### src/rtl/iwin_pkg.sv
package iwin_pkg;
  localparam int WORD_W    = 32;
  localparam int IDX_W     = 5;
  localparam int BYTE_W    = 8;
  localparam int ENA_BIT   = 28;
  localparam int STB_BIT   = 24;
  localparam int IDX_LSB   = 16;
  localparam int WBYTE_LSB = 8;

  typedef struct packed {
    logic              ena;
    logic              stb;
    logic [IDX_W-1:0]  idx;
    logic [BYTE_W-1:0] wbyte;
  } ctrl_t;
endpackage

### src/rtl/iwin_ctrl_reg.sv
module iwin_ctrl_reg
  import iwin_pkg::*;
(
  input  logic              clk,
  input  logic              rst,
  input  logic              we,
  input  logic [WORD_W-1:0] wdata,
  output ctrl_t             ctrl
);
  logic unused_bits;
  assign unused_bits = ^{wdata[WORD_W-1:ENA_BIT+1], wdata[ENA_BIT-1:STB_BIT+1],
                         wdata[STB_BIT-1:IDX_LSB+IDX_W], wdata[WBYTE_LSB-1:0]};

  always_ff @(posedge clk) begin
    if (rst) begin
      ctrl <= '0;
    end else if (we) begin
      ctrl.ena   <= wdata[ENA_BIT];
      ctrl.stb   <= wdata[STB_BIT];
      ctrl.idx   <= wdata[IDX_LSB +: IDX_W];
      ctrl.wbyte <= wdata[WBYTE_LSB +: BYTE_W];
    end
  end

  AST_RESET_ZERO: assert property (@(posedge clk) rst |=> (ctrl == '0));
  AST_HOLD_IDLE: assert property (@(posedge clk) disable iff (rst)
    !we |=> $stable(ctrl));
endmodule

### src/rtl/iwin_strobe_edge.sv
module iwin_strobe_edge (
  input  logic clk,
  input  logic rst,
  input  logic level,
  input  logic enable,
  output logic pulse
);
  logic level_q;

  always_ff @(posedge clk) begin
    if (rst) level_q <= 1'b0;
    else     level_q <= level;
  end

  assign pulse = enable & level & ~level_q;

  AST_SINGLE_PULSE: assert property (@(posedge clk) disable iff (rst)
    pulse |=> !pulse);
endmodule

### src/rtl/iwin_reg_bank.sv
module iwin_reg_bank #(
  parameter int IDX_W  = 5,
  parameter int BYTE_W = 8
) (
  input  logic              clk,
  input  logic              rst,
  input  logic              ena,
  input  logic              we,
  input  logic [IDX_W-1:0]  idx,
  input  logic [BYTE_W-1:0] wbyte,
  output logic [BYTE_W-1:0] rbyte
);
  localparam int DEPTH = 1 << IDX_W;

  logic [BYTE_W-1:0] mem [DEPTH];

  always_ff @(posedge clk) begin
    if (rst || !ena) begin
      for (int i = 0; i < DEPTH; i++) mem[i] <= '0;
    end else if (we) begin
      mem[idx] <= wbyte;
    end
  end

  assign rbyte = ena ? mem[idx] : '0;

  AST_STORE_LANDS: assert property (@(posedge clk) disable iff (rst)
    (we && ena) |=> (mem[$past(idx)] == $past(wbyte)));

  for (genvar g = 0; g < DEPTH; g++) begin : g_hold_chk
    AST_HELD_CLEAR: assert property (@(posedge clk) disable iff (rst)
      !ena |=> (mem[g] == '0));
  end
endmodule

### src/rtl/indirect_reg_window.sv
module indirect_reg_window
  import iwin_pkg::*;
(
  input  logic              clk,
  input  logic              rst,
  input  logic              host_we,
  input  logic [WORD_W-1:0] host_wdata,
  output logic [WORD_W-1:0] host_rdata
);
  ctrl_t             ctrl;
  logic              commit;
  logic [BYTE_W-1:0] rbyte;

  iwin_ctrl_reg u_ctrl (
    .clk   (clk),
    .rst   (rst),
    .we    (host_we),
    .wdata (host_wdata),
    .ctrl  (ctrl)
  );

  iwin_strobe_edge u_edge (
    .clk    (clk),
    .rst    (rst),
    .level  (ctrl.stb),
    .enable (ctrl.ena),
    .pulse  (commit)
  );

  iwin_reg_bank #(.IDX_W(IDX_W), .BYTE_W(BYTE_W)) u_bank (
    .clk   (clk),
    .rst   (rst),
    .ena   (ctrl.ena),
    .we    (commit),
    .idx   (ctrl.idx),
    .wbyte (ctrl.wbyte),
    .rbyte (rbyte)
  );

  always_comb begin
    host_rdata                           = '0;
    host_rdata[ENA_BIT]                  = ctrl.ena;
    host_rdata[STB_BIT]                  = ctrl.stb;
    host_rdata[IDX_LSB +: IDX_W]         = ctrl.idx;
    host_rdata[WBYTE_LSB +: BYTE_W]      = ctrl.wbyte;
    host_rdata[BYTE_W-1:0]               = rbyte;
  end

  AST_UNUSED_ZERO: assert property (@(posedge clk) disable iff (rst)
    (host_rdata[31:29] == 3'b0) && (host_rdata[27:25] == 3'b0)
    && (host_rdata[23:21] == 3'b0));
  AST_DISABLED_READ: assert property (@(posedge clk) disable iff (rst)
    !host_rdata[ENA_BIT] |-> (host_rdata[BYTE_W-1:0] == '0));
endmodule

### config.mk
export PLATFORM = sky130hd
export DESIGN_NAME = indirect_reg_window
export DESIGN_NICKNAME = d
export VERILOG_FILES = /design/src/rtl/iwin_pkg.sv /design/src/rtl/iwin_ctrl_reg.sv /design/src/rtl/iwin_strobe_edge.sv /design/src/rtl/iwin_reg_bank.sv /design/src/rtl/indirect_reg_window.sv
export SDC_FILE = /design/constraint.sdc
export NUM_CORES = 1
export LEC_CHECK = 0
export BUFFER_PORTS_ARGS = -buffer_cell sky130_fd_sc_hd__buf_4
export CAP_MARGIN = 20
export CORE_ASPECT_RATIO = 1.1
export CORE_MARGIN = 2
export CORE_UTILIZATION = 35
export CTS_CLUSTER_DIAMETER = 100
export CTS_CLUSTER_SIZE = 12
export DETAILED_ROUTE_END_ITERATION = 10
export GPL_TIMING_DRIVEN = 1
export PLACE_DENSITY = 0.59
export SYNTH_ARGS = -nofsm -noshare
export SYNTH_HDL_FRONTEND = slang
export SYNTH_SLANG_ARGS = --single-unit
### constraint.sdc
create_clock -name clk -period 5.7 [get_ports clk]
set_clock_uncertainty 0.05 [all_clocks]
set_input_delay 1.425 -clock clk [delete_from_list [all_inputs] [get_ports clk]]
set_output_delay 1.425 -clock clk [all_outputs]
set_load 0.01 [all_outputs]
==> flow_metrics.py <==
metrics = {
    "synth": {
        "syn-instance-count": 860,
        "synth_enable_flop_cells": 256,
        "yosysTopAreaCell": "sky130_fd_sc_hd__edfxtp_1",
        "synth.lib_cells_used.distinct": 33,
        "synth_commonest_cells": "sky130_fd_sc_hd__and2_1 (257), sky130_fd_sc_hd__edfxtp_1 (256), sky130_fd_sc_hd__nor2_1 (44)",
        "syn-cell-area_sq_mm": 0.0127,
        "synthDominantCellAreaShare": 0.604,
        "synth_mux_area_frac": 0.142,
        "synth.ff_latch_count": 277,
        "synthXorXnorAreaFrac": 0,
        "async_flop_share": 0,
        "synth_simple_gate_area_share": 0.155,
        "synth_compound_area_frac": 0.0346,
        "adder_cell_share_of_the_synthesized_area": 0,
        "synth_sequential_area_ratio": 0.637,
        "synth.most_common_cell": "sky130_fd_sc_hd__and2_1",
        "post_synth.cell_area_avg_sq_um": 14.8,
        "yosys-top-cells-area": "sky130_fd_sc_hd__edfxtp_1 (60%), sky130_fd_sc_hd__and2_1 (13%), sky130_fd_sc_hd__mux4_2 (7.6%)",
        "yosysWarningCount": 0,
        "synth_top_family_by_area": "simple AND/OR/NAND/NOR gates",
        "yosys_most_used_dff": "sky130_fd_sc_hd__edfxtp_1",
    },
    "routing": {
        "top_layer_used": "met4",
        "routed-wl-met3_mm": 1.44,
        "detailroute.via_count": 6991,
        "viasPerCell": 4.94,
        "detail_route.wirelength_mm": 29.4,
        "drcViolationCount": 0,
        "route.met2.wl_mm": 14.0,
        "detailedRoute.firstIterationViolations": 552,
        "wl_met1_mm": 13.3,
        "drt_pass1_iterations": 5,
        "routed_wire_length_per_instance_um": 20.8,
        "ant_nets": 0,
    },
    "setup_path": {
        "regToRegSetupSlack_ns": 2.90,
        "required_ns": 4.22,
        "worst_path_largest_cell_delay_ns": 0.96,
        "critical_path.endpoint_type": "output port",
        "timing.reg2reg.worst_path_depth": 3,
        "timing.rr.end": "u_bank.mem[13][5]",
        "worst_path_most_repeated_cell": "sky130_fd_sc_hd__buf_4",
        "timing.critical_path.slowest_stage_cell": "sky130_fd_sc_hd__dfxtp_1",
        "timing.critical_path.fanout_max": 14,
        "critPathKind": "register to output port",
        "cp-start-kind": "register",
        "crit_end": "host_rdata[5]",
        "crit_arrival_ns": 3.24,
        "cells_along_the_critical_path": "buf_4 > mux4_1 > mux2_2 > o221ai_1 > a31oi_1 > buf_4",
        "crit-reg2reg-launch": "u_ctrl.ctrl[14]",
    },
    "placement": {
        "pre_cts_ws_ns": 1.47,
        "detailed_place_hpwl_mm": 18.9,
        "gp_congestion": 0.808,
        "number_of_buffers_added_on_ports": 40,
        "dp_cells": 1363,
    },
    "die": {
        "initial_utilization": 0.353,
        "floorplan.rows": 73,
        "dieArea_sq_mm": 0.0379,
        "core_area_sq_mm": 0.0360,
        "floorplan.die.width_um": 186,
        "die_height_um": 204,
        "boundaryPins": 67,
    },
    "run_status": {
        "run_status": "finished clean",
    },
    "timing": {
        "grt_setup_unrepaired": "no",
        "period_share": 0.827,
        "maxSlewViolCount": 0,
        "max_slew.worst_pin.slew_ns": 1.09,
        "postLayoutSetupSlackWorst_ns": 0.988,
        "timing.fmax_mhz": 212,
        "setup-tns-final_ns": 0,
        "setup_viol": 0,
        "whs_ns": 0.471,
        "timing.final.hold_violations": 0,
        "layout_min_cycle_time_ns": 4.71,
        "worst_slew_margin_rel": 0.271,
    },
    "clocking": {
        "ctsResizeCount": 0,
        "cts_hold_buf": 0,
        "worst_skew_pair.late_latency_ns": 0.53,
        "post-cts-setup-buffer-count": 0,
        "path_clk_slew_ns": 0.06,
        "tritoncts": "done",
        "clock_sink_count": 277,
        "max-clock-path-buffers": 3,
        "numCtsBuffers": 27,
        "clockRootBuffer": "sky130_fd_sc_hd__clkbuf_16",
        "cts_htree_levels": 1,
    },
    "layout": {
        "antennaDiodeCount": 0,
        "seq_area_sq_mm": 0.00811,
        "filler_cell_count": 3385,
        "layoutNonFillerInstCount": 1415,
        "layout-drive-gt1-share": 0.203,
        "multi_input_comb_area_sq_mm": 0.00425,
        "syn2layout_area_growth_pct": 13.3,
        "final_nets": 943,
    },
    "job": {
        "maxCapViolations": 0,
    },
    "power": {
        "p_per_area_mw_per_mm2": 291,
        "power.share.clock": 0.387,
        "power.switching_w": 0.000924,
        "combinationalPowerShare": 0.059,
        "cellLeakagePower_nw": 5.55,
        "p_sw_frac": 0.220,
        "ir_worst_vdd_mv": 0.240,
        "seq_power_share": 0.554,
        "internal_pwr_total_w": 0.00327,
    },
    "grt": {
        "overflow": 0,
        "grt_pass1_vias": 7184,
        "antenna_found_initial": 0,
        "grt_max_degree": 40,
        "grt_pass1_wl_mm": 44.4,
        "grt_util_all_layers": 0.158,
    },
    "hold_path": {
        "hold_path.class": "register to register",
    },
}
-- power groups by stage --
stage | registers [W] | logic [W] | clock network (W)
after floorplan | 0.00234 | 0.000173 | 0
after global placement | 0.00237 | 0.000244 | 0
after detailed placement | 0.00237 | 0.000247 | 0
after CTS | 0.00233 | 0.000247 | 0.00166
after global routing | 0.00233 | 0.000269 | 0.00173
final | 0.00232 | 0.000249 | 0.00162
-- metrics by stage --
step | util | total power, W | instance area (sq um)
after floorplan | - | 0.00251 | 12700
after global placement | 0.378 | 0.00261 | 13600
after detailed placement | 0.378 | 0.00262 | 13600
after CTS | 0.400 | 0.00423 | 14400
after global routing | 0.401 | 0.00433 | 14400
final | 0.401 | 0.00420 | 14400
-- kinds of logic after synthesis --
| family | count (synthesis) |
|---|---|
| DFF | 277 |
| other | 1 |
| and+or+nand+nor | 333 |
| muxes | 103 |
| AOI/OAI and AO/OA | 70 |
| buffers and inverters | 76 |
-- layout make-up --
cell class | count | area share
sequential | 277 | 0.563
clock inverter | 1 | 0.000781
multi-input combinational | 515 | 0.295
tap | 487 | 0.0423
inverter | 1 | 0.000260
timing repair buffer | 86 | 0.0469
clock buffer | 48 | 0.0523
-- how the worst min path moves through the flow --
stage,start,end,slack [ns],cells after the start
final,u_ctrl.ctrl[13],u_edge.level_q,0.47,1
after global routing,u_ctrl.ctrl[13],u_edge.level_q,0.52,1
after CTS,u_ctrl.ctrl[13],u_edge.level_q,0.48,1
after detailed placement,u_ctrl.ctrl[13],u_edge.level_q,0.46,1
after global placement,u_ctrl.ctrl[13],u_edge.level_q,0.46,1
after floorplan,u_ctrl.ctrl[13],u_edge.level_q,0.43,1
-- state kept, by name (all words and copies together), names as in the netlist, named ones only --
register        cells
u_ctrl.ctrl        15
u_edge.level_q      1
u_bank.mem        256
-- per-layer routing --
layer  up-vias  global-route usage
met4         0              0.0413
met2       175               0.260
met1      3539               0.218
li1       3242                   -
met3        35              0.0257
met5         -                   0
-- cells in the final DEF (no fill, tap or decap), types with 2 or more instances in the layout --
cell                        count
sky130_fd_sc_hd__and2_1       257
sky130_fd_sc_hd__edfxtp_1     256
sky130_fd_sc_hd__buf_4         82
sky130_fd_sc_hd__nor2_1        44
sky130_fd_sc_hd__mux4_2        43
sky130_fd_sc_hd__o21ai_0       37
sky130_fd_sc_hd__mux2i_1       31
sky130_fd_sc_hd__clkbuf_16     27
sky130_fd_sc_hd__clkbuf_1      21
sky130_fd_sc_hd__dfxtp_1       19
sky130_fd_sc_hd__mux2_2        16
sky130_fd_sc_hd__mux4_1        13
sky130_fd_sc_hd__conb_1         9
sky130_fd_sc_hd__a22oi_1        8
sky130_fd_sc_hd__o221ai_1       8
sky130_fd_sc_hd__a31oi_1        8
sky130_fd_sc_hd__nand2_1        7
sky130_fd_sc_hd__nor2_2         7
sky130_fd_sc_hd__a221oi_1       6
sky130_fd_sc_hd__nor2b_1        5
sky130_fd_sc_hd__nand3_1        3
sky130_fd_sc_hd__nand3b_1       3
sky130_fd_sc_hd__o2111ai_1      2
sky130_fd_sc_hd__or3b_2         2
-- critical path, delay by kind of cell, from the launching register on --
| family | cells | cell delay, ns |
|---|---|---|
| compound gates | 2 | 0.41 |
| mux | 2 | 0.86 |
| flops | 1 | 0.96 |
| buf+inv | 2 | 0.48 |
No activity file was read; power rests on OpenSTA's default activity.
